## config.mk

```make
export PLATFORM = sky130hd
export DESIGN_NAME = servo_frame_pwm
export DESIGN_NICKNAME = d
export VERILOG_FILES = /design/src/rtl/servo_pwm_pkg.sv /design/src/rtl/servo_prescaler.sv /design/src/rtl/servo_period_counter.sv /design/src/rtl/servo_channel.sv /design/src/rtl/servo_tick_counter.sv /design/src/rtl/servo_frame_pwm.sv
export SDC_FILE = /design/constraint.sdc
export NUM_CORES = 1
export LEC_CHECK = 0
export BUFFER_PORTS_ARGS = -buffer_cell sky130_fd_sc_hd__buf_2
export CAP_MARGIN = 20
export CORE_ASPECT_RATIO = 1.75
export CORE_UTILIZATION = 45
export CTS_BUF_LIST = sky130_fd_sc_hd__clkbuf_16
export CTS_CLUSTER_SIZE = 14
export DETAILED_ROUTE_END_ITERATION = 16
export PLACE_DENSITY = 0.64
export SLEW_MARGIN = 5
export SYNTH_ARGS = -nofsm -noshare
export SYNTH_HDL_FRONTEND = slang
export SYNTH_SLANG_ARGS = --single-unit
```

## constraint.sdc

```tcl
create_clock -name clk -period 7.1 [get_ports clk]
set_input_delay 0.355 -clock clk [delete_from_list [all_inputs] [get_ports clk]]
set_output_delay 0.355 -clock clk [all_outputs]
set_load 0.1 [all_outputs]
```

## src/rtl/servo_pwm_pkg.sv

```systemverilog
`timescale 1ns/1ps
package servo_pwm_pkg;

    localparam int POS_W = 16;

    typedef logic signed [POS_W-1:0] pos_t;

    // Timebase events produced each clock
    typedef struct packed {
        logic tick;   // prescaled counter advances this cycle
        logic wrap;   // counter returns to zero at this edge
    } timebase_t;

    // Prescaled ticks elapsed in a given number of microseconds
    function automatic longint us_to_ticks(longint tick_hz, longint us);
        return (tick_hz * us) / 64'd1_000_000;
    endfunction

    // Signed Q1.15 position to compare count; 0x7FFF is treated as +1
    function automatic logic [31:0] pos_to_cmp(pos_t p, logic [31:0] min_c,
                                               logic [31:0] span);
        logic [16:0] u;
        logic [48:0] prod;
        if (p == 16'sh7FFF) u = 17'h10000;
        else                u = {1'b0, ~p[POS_W-1], p[POS_W-2:0]};
        prod = {32'b0, u} * {17'b0, span};
        return min_c + prod[47:16];
    endfunction

endpackage

```

## src/rtl/servo_prescaler.sv

```systemverilog
`timescale 1ns/1ps
module servo_prescaler #(
    parameter int PRESC_LOG2 = 6
) (
    input  logic clk,
    input  logic rst,
    output logic tick_en
);
    generate
        if (PRESC_LOG2 == 0) begin : g_nodiv
            assign tick_en = 1'b1;
        end else begin : g_div
            logic [PRESC_LOG2-1:0] div_q;
            always_ff @(posedge clk) begin
                if (rst) div_q <= '0;
                else     div_q <= div_q + 1'b1;
            end
            assign tick_en = &div_q;
        end
    endgenerate
endmodule

```

## src/rtl/servo_period_counter.sv

```systemverilog
`timescale 1ns/1ps
module servo_period_counter
    import servo_pwm_pkg::*;
#(
    parameter int MODV  = 39062,
    parameter int CNT_W = 16
) (
    input  logic             clk,
    input  logic             rst,
    input  logic             tick_en,
    output logic [CNT_W-1:0] cnt,
    output timebase_t        tb
);
    localparam logic [CNT_W-1:0] LAST = CNT_W'(MODV - 1);

    always_comb begin
        tb.tick = tick_en;
        tb.wrap = tick_en && (cnt == LAST);
    end

    always_ff @(posedge clk) begin
        if (rst)          cnt <= '0;
        else if (tb.wrap) cnt <= '0;
        else if (tb.tick) cnt <= cnt + 1'b1;
    end
endmodule

```

## src/rtl/servo_channel.sv

```systemverilog
`timescale 1ns/1ps
module servo_channel
    import servo_pwm_pkg::*;
#(
    parameter int CNT_W   = 16,
    parameter int MIN_CMP = 2148,
    parameter int SPAN    = 742
) (
    input  logic             clk,
    input  logic             rst,
    input  logic             wr,
    input  pos_t             pos,
    input  logic             wrap,
    input  logic [CNT_W-1:0] cnt,
    output logic [CNT_W-1:0] active_cmp,
    output logic             pwm
);
    localparam logic [CNT_W-1:0] NEUTRAL =
        CNT_W'(pos_to_cmp(16'sd0, 32'(MIN_CMP), 32'(SPAN)));

    logic [CNT_W-1:0] queue_q;
    logic [CNT_W-1:0] conv;

    assign conv = CNT_W'(pos_to_cmp(pos, 32'(MIN_CMP), 32'(SPAN)));

    always_ff @(posedge clk) begin
        if (rst) begin
            queue_q    <= NEUTRAL;
            active_cmp <= NEUTRAL;
        end else begin
            if (wr)   queue_q    <= conv;
            if (wrap) active_cmp <= queue_q;
        end
    end

    // set at wrap (cnt==0), cleared on compare match
    assign pwm = (cnt < active_cmp);
endmodule

```

## src/rtl/servo_tick_counter.sv

```systemverilog
`timescale 1ns/1ps
module servo_tick_counter #(
    parameter int TICK_W = 32
) (
    input  logic              clk,
    input  logic              rst,
    input  logic              wrap,
    output logic [TICK_W-1:0] count
);
    always_ff @(posedge clk) begin
        if (rst)                    count <= '0;
        else if (wrap && !(&count)) count <= count + 1'b1;
    end
endmodule

```

## src/rtl/servo_frame_pwm.sv

```systemverilog
`timescale 1ns/1ps
module servo_frame_pwm
    import servo_pwm_pkg::*;
#(
    parameter int NCH          = 2,
    parameter int CLK_HZ       = 125_000_000,
    parameter int PRESC_LOG2   = 6,
    parameter int PERIOD_US    = 20000,
    parameter int MIN_US       = 1100,
    parameter int MAX_US       = 1480,
    parameter int TICK_W       = 32
) (
    input  logic                  clk,
    input  logic                  rst,
    input  logic [NCH-1:0]        pos_wr,
    input  logic [NCH*POS_W-1:0]  pos_val,
    output logic [NCH-1:0]        pwm_out,
    output logic                  frame_start,
    output logic [TICK_W-1:0]     tick_count
);
    localparam longint TICK_HZ = longint'(CLK_HZ) >> PRESC_LOG2;
    localparam int MODV    = int'(us_to_ticks(TICK_HZ, PERIOD_US));
    localparam int MIN_CMP = int'(us_to_ticks(TICK_HZ, MIN_US));
    localparam int MAX_CMP = int'(us_to_ticks(TICK_HZ, MAX_US));
    localparam int SPAN    = MAX_CMP - MIN_CMP;
    localparam int CNT_W   = $clog2(MODV + 1);

    logic             tick_en;
    logic [CNT_W-1:0] cnt_q;
    timebase_t        tb;
    logic [NCH*CNT_W-1:0] active_flat;

    servo_prescaler #(.PRESC_LOG2(PRESC_LOG2)) u_presc (
        .clk(clk), .rst(rst), .tick_en(tick_en)
    );

    servo_period_counter #(.MODV(MODV), .CNT_W(CNT_W)) u_period (
        .clk(clk), .rst(rst), .tick_en(tick_en), .cnt(cnt_q), .tb(tb)
    );

    generate
        for (genvar g = 0; g < NCH; g++) begin : g_ch
            servo_channel #(.CNT_W(CNT_W), .MIN_CMP(MIN_CMP), .SPAN(SPAN)) u_ch (
                .clk        (clk),
                .rst        (rst),
                .wr         (pos_wr[g]),
                .pos        (pos_val[g*POS_W +: POS_W]),
                .wrap       (tb.wrap),
                .cnt        (cnt_q),
                .active_cmp (active_flat[g*CNT_W +: CNT_W]),
                .pwm        (pwm_out[g])
            );
        end
    endgenerate

    servo_tick_counter #(.TICK_W(TICK_W)) u_ticks (
        .clk(clk), .rst(rst), .wrap(tb.wrap), .count(tick_count)
    );

    always_ff @(posedge clk) begin
        if (rst) frame_start <= 1'b0;
        else     frame_start <= tb.wrap;
    end
endmodule

```

Word level (Yosys, flattened, before mapping)
Index checks and enable logic that the tools add are counted.
{ "op_classes": {"n_eq_ne": 3, "n_lt_le_gt_ge": 2, "bitwise": 2, "muxes": 2, "mul": 2, "reduce_logical": 6, "addsub": 5} }
{ "ops": {"columns": ["op", "count"], "rows": [
  ["multiplier 17 x 9 -> 26 bit (second input constant)", 2],
  ["equality test 16 bit (second input constant)", 3],
  ["2-to-1 mux 17 bit", 2],
  ["adder 32 x 1 -> 32 bit (second input constant)", 1],
  ["less-than comparator 16 bit", 2],
  ["AND reduction 32 bit", 1],
  ["adder 12 x 11 -> 13 bit (first input constant)", 2],
  ["adder 16 x 1 -> 16 bit (second input constant)", 1],
  ["adder 6 x 1 -> 6 bit (second input constant)", 1],
  ["AND reduction 6 bit", 1],
  ["logical AND 1 bit", 2],
  ["inverter 1 bit", 2],
  ["OR reduction 2 bit", 1],
  ["zero test 1 bit", 1]
]} }
{ "word_totals": {"regBits": 119, "in_bits": 36, "out_inout_bits": 35} }

Depth between registers and ports, before layout
Gate-level depths: netlist of the first run.
{ "logic_depth": {"depth_word": 4, "mapped_depth": 30, "depth_no_buf": 27} }

Hierarchy
A second synthesis of the first run with hierarchy kept.
{ "hier_totals": {"hier_cells": 1356, "hier_area_um2": 11931.4} }
{ "by_module_without_submodules": {"columns": ["module", "seq_area_each_um2", "cells_each", "area_per_inst_um2", "instances"], "rows": [
  ["servo_channel at g_ch[0].u_ch", 520.5, 535, 4643.2, 1],
  ["servo_channel at g_ch[1].u_ch", 520.5, 515, 4514.3, 1],
  ["servo_tick_counter", 640.6, 191, 1721.7, 1],
  ["servo_period_counter", 320.3, 89, 782.0, 1],
  ["servo_prescaler", 120.1, 24, 236.5, 1],
  ["servo_frame_pwm", 20.0, 2, 33.8, 1]
]} }

Worst setup path after synthesis of the first run
OpenSTA, ideal clock, no wires.
{ "synth_path": {"path_type": "input-to-reg", "from": "input pos_val[31]", "to": "register g_ch[1].u_ch.queue_q[8]", "cell_stages": 27, "setup_ns": 0.087, "t_required_ns": 7.013, "t_arrival_ns": 6.516, "n_path_buf": 2, "path_slack_ns": 0.497, "cell_sequence": "inv_1 -> ha_1 -> nand4_1 -> or3_1 -> clkbuf_1 -> clkbuf_1 -> and2_1 -> ha_1 -> fa_1 -> fa_1 -> inv_1 -> fa_1 -> inv_1 -> ha_1 -> a211oi_1 -> nand2_1 -> a2111o_1 -> a311o_1 -> and3_1 -> nor2_1 -> ha_1 -> inv_1 -> a2111oi_0 -> o31ai_1 -> xnor2_1 -> o21a_1 -> o31ai_1"} }
{ "synth_between": {"elab_chain_len": 4, "word_cells_on_any_way": 5, "classes_between": "add/sub (1); mul (1); eq/ne (1); mux (1); bitwise (1)"} }
{ "synth_lines": {"columns": ["element", "line", "text"], "rows": [
  ["start: declaration", "servo_frame_pwm.sv:16", "input logic [NCH*POS_W-1:0] pos_val,"],
  ["equality test 16 bit / inverter 1 bit (equally long branches)", "servo_pwm_pkg.sv:24, servo_pwm_pkg.sv:25", null],
  ["2-to-1 mux 17 bit *", "servo_pwm_pkg.sv:24", "if (p == 16'sh7FFF) u = 17'h10000;"],
  ["multiplier 17 x 9 -> 26 bit *", "servo_pwm_pkg.sv:26", "prod = {32'b0, u} * {17'b0, span};"],
  ["adder 12 x 11 -> 13 bit *", "servo_pwm_pkg.sv:27", "return min_c + prod[47:16];"],
  ["end signal: assignment", "servo_channel.sv:31", "if (wr) queue_q <= conv;"],
  ["end: declaration", "servo_channel.sv:21", "logic [CNT_W-1:0] queue_q;"]
]} }
Mark *: on every way between the ends. The rest lies on a longest branch, timed or not.
A chain may end at the register's enable or synchronous reset.

Worst setup path in the final report of the first run
{ "layout_path": {"from": "input pos_val[31]", "to": "register g_ch[1].u_ch.queue_q[6]"} }
The elaborated chain is that of the path after synthesis.

==> summary.txt, run 1 <==
Outcome
  • Status: finished, final reports clean

Route
  • Wirelength per Cell: 14.1 µm
  • Initial DRC Count: 299
  • Drt total wl: 23.9 mm
  • Vias/cell: 5.21
  • DRC viols: 0
  • Antenna viol nets, final: 0
  • DR pass1 iterations: 5
  • DR vias: 8820

Synth
  • Cell with the most instances after synthesis: inv_1
  • Top_reg_cell synth: dfxtp_1
  • Synth warn: 0
  • Most frequent cells after synthesis: inv_1, ha_1, fa_1
  • Async set-reset flop share out of synthesis: 0%
  • Dominant cell type by area after synthesis: fa_1
  • Synth cell types: 66
  • Sequential fraction of the synthesis area: 18.8%
  • Post-Syn Area: 0.0114 mm²
  • Top post-synthesis cells by area: fa_1, dfxtp_1, ha_1
  • Top-area cell type share of the netlist area: 18.9%
  • EDFF count, synth: 0
  • Syn Inst Count: 1316
  • #FFs+latches synth: 107
  • Avg Cell Area, Syn: 8.67 µm²

Global route
  • Initial antenna violation count: 0
  • Number of global-route vias before repair: 8943
  • Largest net degree at the start of global routing: 68
  • First-pass GRT wire length: 39.8 mm
  • Grt ovf: 0
  • Gr usage total: 19.1%

Cells and area
  • Area grow syn2layout: 8.42%
  • Antenna diodes: 0
  • Post-layout net count: 1687
  • Layout Cells excl Fill: 1693
  • Layout cells sized above 1: 7.89%
  • Fill count: 2418

Setup path
  • Critical setup path kind: primary input to register
  • RR Endpoint: u_ticks.count[31]
  • Worst Reg-to-Reg Cells: 9
  • Setup crit end kind: register
  • Required time worst endpoint: 7330 ps
  • Setup crit start kind: primary input
  • R2R Path Start: u_presc.g_div.div_q[0]
  • WP data arrival: 6660 ps
  • CP max FO: 14
  • Register-to-register setup slack: 3940 ps

Placement
  • Placed insts: 1678
  • Hpwl dp: 20.6 mm
  • Final weighted congestion of routability-driven global placement: 0.874
  • Pre-CTS WS: 168 ps
  • IO Port Bufs: 70

Floorplanning
  • Initial Util: 46.1%
  • # IOs: 71
  • Die area: 0.0260 mm²
  • Die Ht: 213 µm
  • Die width: 122 µm
  • Cell Rows: 76
  • Core Region: 0.0247 mm²

Min path
  • Hold/Removal Path Class: primary input to register
  • Hold-critical path depth: 3
  • Hold EP: g_ch[1].u_ch.queue_q[12]
  • HP Start: pos_wr[1]

STA
  • RSZ-0062 raised after global routing: false
  • Fmax: 156 MHz
  • Final-report max-slew violation count: 0
  • Clk_skew: 6.46 ps
  • Final Cycle Share: 90.4%
  • Final setup fails: 0
  • Clock period minus worst slack: 6420 ps
  • Final hold vios: 0
  • Setup TNS: 0 ps
  • Least-Margin Pin Slew: 731 ps
  • Slew HR: 51.3%
  • Final WS setup: 678 ps

Clock tree
  • Max Buffers Root-to-Sink: 2
  • CTS tree: built
  • Clock transition at path regs: 70 ps
  • Clock Latency Late Sink: 350 ps
  • CTS Sinks: 107
  • Clock root buffer: clkbuf_16
  • TritonCTS buffer count: 9
  • H-tree depth: 3

Power and ir drop
  • Leak: 0.00625 µW
  • Power Dens Cells: 314 mW/mm²
  • Max rail drop VDD: 0.000175 V
  • Total power: 3880 µW

Flow run
  • Max Cap Violations: 0
repair_timing:
item | 4_1_cts | 5_1_grt
hold buffers | 0 | 0
gates resized for setup | 0 | 2
endpoints found under the setup margin | 0 | 2
buffers inserted | 0 | 0
kinds of logic (layout without fill, tap and decap cells):
family	count (synthesis)	count (layout)	synth area share [%]
buffers and inverters	298	359	9.87
multiplexers	19	19	1.67
other	2	6	0.0658
adder cells (fa/ha/maj)	274	274	37.2
XOR/XNOR	72	72	5.53
flip-flops	107	107	18.8
AO/OA/AOI/OAI	178	178	10.5
AND/OR/NAND/NOR	366	366	16.4
metal layers:
layer / vias up / GRT usage (%) / share of wire [%]
li1: 4453 / - / -
met1: 4239 / 18.4 / 38
met2: 98 / 40.3 / 58
met3: 30 / 1.48 / 1.3
met4: 0 / 6.77 / 2.4
met5: - / 0 / 0
layout make-up:
class                      count  area, µm²  area share, %
inverter                     268       1010           8.13
clock buffer                   9        225           1.82
sequential                   107       2140           17.3
tap                          312        390           3.16
multi-input combinational    915       8170           66.0
timing repair buffer          76        395           3.20
clock inverter                 6       42.5          0.344
registers in the layout (all words and copies together), names as in the netlist:
| name | flops |
|---|---|
| u_ticks.count | 32 |
| g_ch.u_ch.active_cmp | 26 |
| g_ch.u_ch.queue_q | 26 |
| u_period.cnt | 16 |
| u_presc.g_div.div_q | 6 |
| frame_start | 1 |
where the power goes:
group / total, µW / internal (µW) / switching, µW
combinational: 2760 / 1160 / 1600
sequential: 668 / 647 / 21.0
clock: 454 / 236 / 218
how the worst max path moves through the flow:
| stage | end | slack (ps) | start |
|---|---|---|---|
| floorplan | g_ch[1].u_ch.queue_q[8] | 500 | pos_val[31] |
| global placement | g_ch[1].u_ch.queue_q[6] | 300 | pos_val[31] |
| detailed placement | g_ch[1].u_ch.queue_q[6] | 170 | pos_val[31] |
| CTS | g_ch[1].u_ch.queue_q[6] | 500 | pos_val[31] |
| global route | g_ch[1].u_ch.queue_q[8] | 70 | pos_val[31] |
| finish | g_ch[1].u_ch.queue_q[6] | 680 | pos_val[31] |
metrics by stage:
step | hold WS (ps) | area, µm² | util [%]
after CTS | 438 | 12400 | 50.0
after floorplan | 418 | 11400 | -
after global placement | 426 | 12100 | 48.9
after global routing | 482 | 12400 | 50.0
after detailed placement | 447 | 12100 | 48.9
final | 438 | 12400 | 50.0
cells in the final DEF, fill, tap and decap left out, types with 4 or more instances in the layout:
master	count
mux2i_1	19
a21o_1	25
a211oi_1	11
nor2b_1	6
o21ai_0	31
and4_1	5
a21oi_1	41
buf_2	70
buf_4	6
xor2_1	45
nor2_1	100
nand2b_1	7
inv_1	266
nand2_1	76
o211ai_1	20
nor4_1	8
and2_1	37
dfxtp_1	107
fa_1	108
xnor2_1	27
nor3_1	18
nand4_1	26
o21a_1	4
a31oi_1	6
and3_1	9
o21bai_1	4
clkbuf_16	9
nand3_1	39
or3_1	12
conb_1	6
or2_2	4
ha_1	166
critical path: stages:
cell and delay, ps:
buf_2 120, inv_1 70, ha_1 170, nand4_1 100, or3_4 390, and2_1 220, ha_1 340, fa_1 530
fa_1 530, inv_1 70, fa_1 530, inv_1 40, ha_1 330, a211oi_1 290, nand2_1 120, a41o_1 280
a311o_1 410, and3_1 210, nor2_1 150, ha_1 210, inv_1 80, a2111oi_1 350, buf_4 190, nor3_1 50
a311oi_1 310, xor2_1 160, o21ai_0 80
No activity file was read; power rests on OpenSTA's default activity.
==> inputs of run 2 (changes only) <==
ABC_AREA = 1   (was not set)
==> run 2 against run 1 <==
Compared with the run above:
- maximum frequency up 13%
- design area grew 10%
- count of clock-buffer cells in the layout unchanged
- combinational power is essentially flat
- global-route usage up 3.3 points
- clock power rose by 18%
- critical endpoint is now g_ch[0].u_ch.queue_q[10]
- non-clock buffer count decreased by 3
==> summary.txt, run 2 <==
Outcome
  • Status: finished, final reports clean

Setup path
  • Slowest library cell on the worst path: fa_1
  • Register-to-register setup slack: 4240 ps
  • Most used cell, CP: nand2_1
  • WP data arrival: 5950 ps
  • Setup crit start kind: primary input
  • Required time worst endpoint: 7370 ps
  • Launch point of the worst path: pos_val[15]
  • Critical setup path kind: primary input to register
  • Max stage delay on crit path: 540 ps
  • CP max FO: 19
  • Setup crit end kind: register
  • R2R Path Start: u_ticks.count[0]

Placement
  • Hpwl dp: 26.1 mm
  • IO Port Bufs: 70
  • Final weighted congestion of routability-driven global placement: 0.927
  • Area after DPL: 0.0133 mm²

Cells and area
  • Most flops, register: u_ticks.count
  • Commonest cells after routing, fill and taps aside: inv_1, nand2_1, ha_1, nor2_1, a21oi_1
  • Leading cell type in the layout, fill and taps excluded: inv_1
  • Antenna diodes: 0
  • Post-layout net count: 2163
  • Top flop regs: u_ticks.count x32, g_ch.u_ch.active_cmp x26, g_ch.u_ch.queue_q x26
  • Area grow syn2layout: 8.40%
  • Largest register FFs: 32
  • Util after Layout: 49.8%
  • Final Cell Area: 0.0137 mm²
  • Layout cells sized above 1: 5.87%
  • Fill count: 2860

Power and ir drop
  • Max rail drop VDD: 0.000135 V
  • Leak: 0.00731 µW
  • Power Dens Cells: 289 mW/mm²

Synth
  • Avg Cell Area, Syn: 7.04 µm²
  • Most frequent cells after synthesis: inv_1, nand2_1, ha_1
  • Synth warn: 0
  • EDFF count, synth: 0
  • Async set-reset flop share out of synthesis: 0%
  • Syn Inst Count: 1789
  • Post-Syn Area: 0.0126 mm²
  • Synth cell types: 45
  • Top-area cell type share of the netlist area: 17.2%
  • #FFs+latches synth: 107
  • Dominant cell type by area after synthesis: fa_1
  • Top_reg_cell synth: dfxtp_1
  • Cell with the most instances after synthesis: inv_1
  • Sequential fraction of the synthesis area: 17.0%
  • Top post-synthesis cells by area: fa_1, dfxtp_1, ha_1

Global route
  • First-pass GRT wire length: 51.3 mm
  • Largest net degree at the start of global routing: 49
  • Grt ovf: 0
  • Initial antenna violation count: 0
  • Gr usage total: 22.4%
  • Number of global-route vias before repair: 11300

Route
  • DR vias: 11000
  • DRC viols: 0
  • Antenna viol nets, final: 0
  • Wirelength per Cell: 13.5 µm
  • DR pass1 iterations: 5
  • Initial DRC Count: 431
  • Vias/cell: 4.92
  • Drt total wl: 30.2 mm

STA
  • Clk_skew: 6.18 ps
  • Final Cycle Share: 80.0%
  • Final setup fails: 0
  • Hold WS: 305 ps
  • Slew HR: 52.7%
  • Final-report max-slew violation count: 0
  • Least-Margin Pin Slew: 709 ps
  • Final hold vios: 0
  • RSZ-0062 raised after global routing: false
  • Fmax: 176 MHz
  • Setup TNS: 0 ps
  • Clock period minus worst slack: 5680 ps

Floorplanning
  • Core Region: 0.0274 mm²
  • Initial Util: 46.0%
  • Die area: 0.0287 mm²
  • Cell Rows: 80
  • Die Ht: 223 µm
  • # IOs: 71
  • Die width: 129 µm

Clock tree
  • Clock root buffer: clkbuf_16
  • H-tree depth: 3
  • Post CTS Setup Buffer Count: 0
  • CTS Hold Buffers Added: 0
  • TritonCTS buffer count: 9
  • Clock transition at path regs: 80 ps
  • Max Buffers Root-to-Sink: 2
  • Clock Latency Late Sink: 370 ps
  • CTS Sinks: 107
  • CTS tree: built
  • # resized after CTS: 0

Min path
  • Hold/Removal Path Class: primary input to register
  • HP Start: pos_wr[0]

Flow run
  • Max Cap Violations: 0
[run 2: changes by cell type after synthesis, sizes merged, moves of 24 or more]
cell,change
a21oi,+90
and2,-37
inv,+174
nand2,+310
nor2,+52
xnor2,-24
[run 2: worst paths after layout]
check                                   to  depth (start not counted)
setup / recovery  g_ch[0].u_ch.queue_q[10]                         33
hold / removal    g_ch[0].u_ch.queue_q[12]                          2
setup reg to reg          u_ticks.count[8]                         10
hold reg to reg     u_presc.g_div.div_q[0]                          1
[run 2: kinds of logic after synthesis]
family,after synthesis,share of synthesized area [%]
simple gates,689,23.4
xor+xnor,34,2.36
other cells,2,0.0596
buf+inv,469,14.1
flops,107,17.0
fa+ha+maj,274,33.6
compound gates,214,9.40
[run 2: layout make-up]
cell class	count	area (µm²)	share of cell area (%)
inverter	445	1670	12.2
sequential	107	2140	15.7
multi-input combinational	1217	8700	63.7
clock buffer	9	225	1.65
clock inverter	7	91.3	0.669
tap	369	462	3.38
timing repair buffer	73	373	2.73
[run 2: per-stage QoR]
| stage | std cells | total power [µW] | setup slack, ps |
|---|---|---|---|
| final | 2227 | 3940 | 1420 |
| after global routing | 2227 | 4460 | 929 |
| after CTS | 2227 | 3980 | 1420 |
| after detailed placement | 2211 | 3420 | 1030 |
| after global placement | 2211 | 3400 | 1140 |
| after floorplan | 1793 | 2810 | 1820 |
[run 2: layer usage]
| layer | global-route usage, % | vias up | share of wire, % |
|---|---|---|---|
| met5 | 0 | - | 0 |
| met4 | 10.9 | 0 | 4.2 |
| met3 | 1.87 | 72 | 1.8 |
| met2 | 44.8 | 154 | 56 |
| met1 | 22.4 | 5049 | 38 |
| li1 | - | 5690 | - |
[run 2: worst max-delay path, delay by kind of cell]
family	cells	cell delay (ps)
AND/OR/NAND/NOR	17	2020
adder cells (fa/ha/maj)	7	2630
buffers and inverters	9	920
[run 2: report_power, final]
part / internal (µW) / leakage, µW / switching [µW]
clock: 284 / 0.000157 / 253
combinational: 966 / 0.00628 / 1770
sequential: 654 / 0.000870 / 19.4
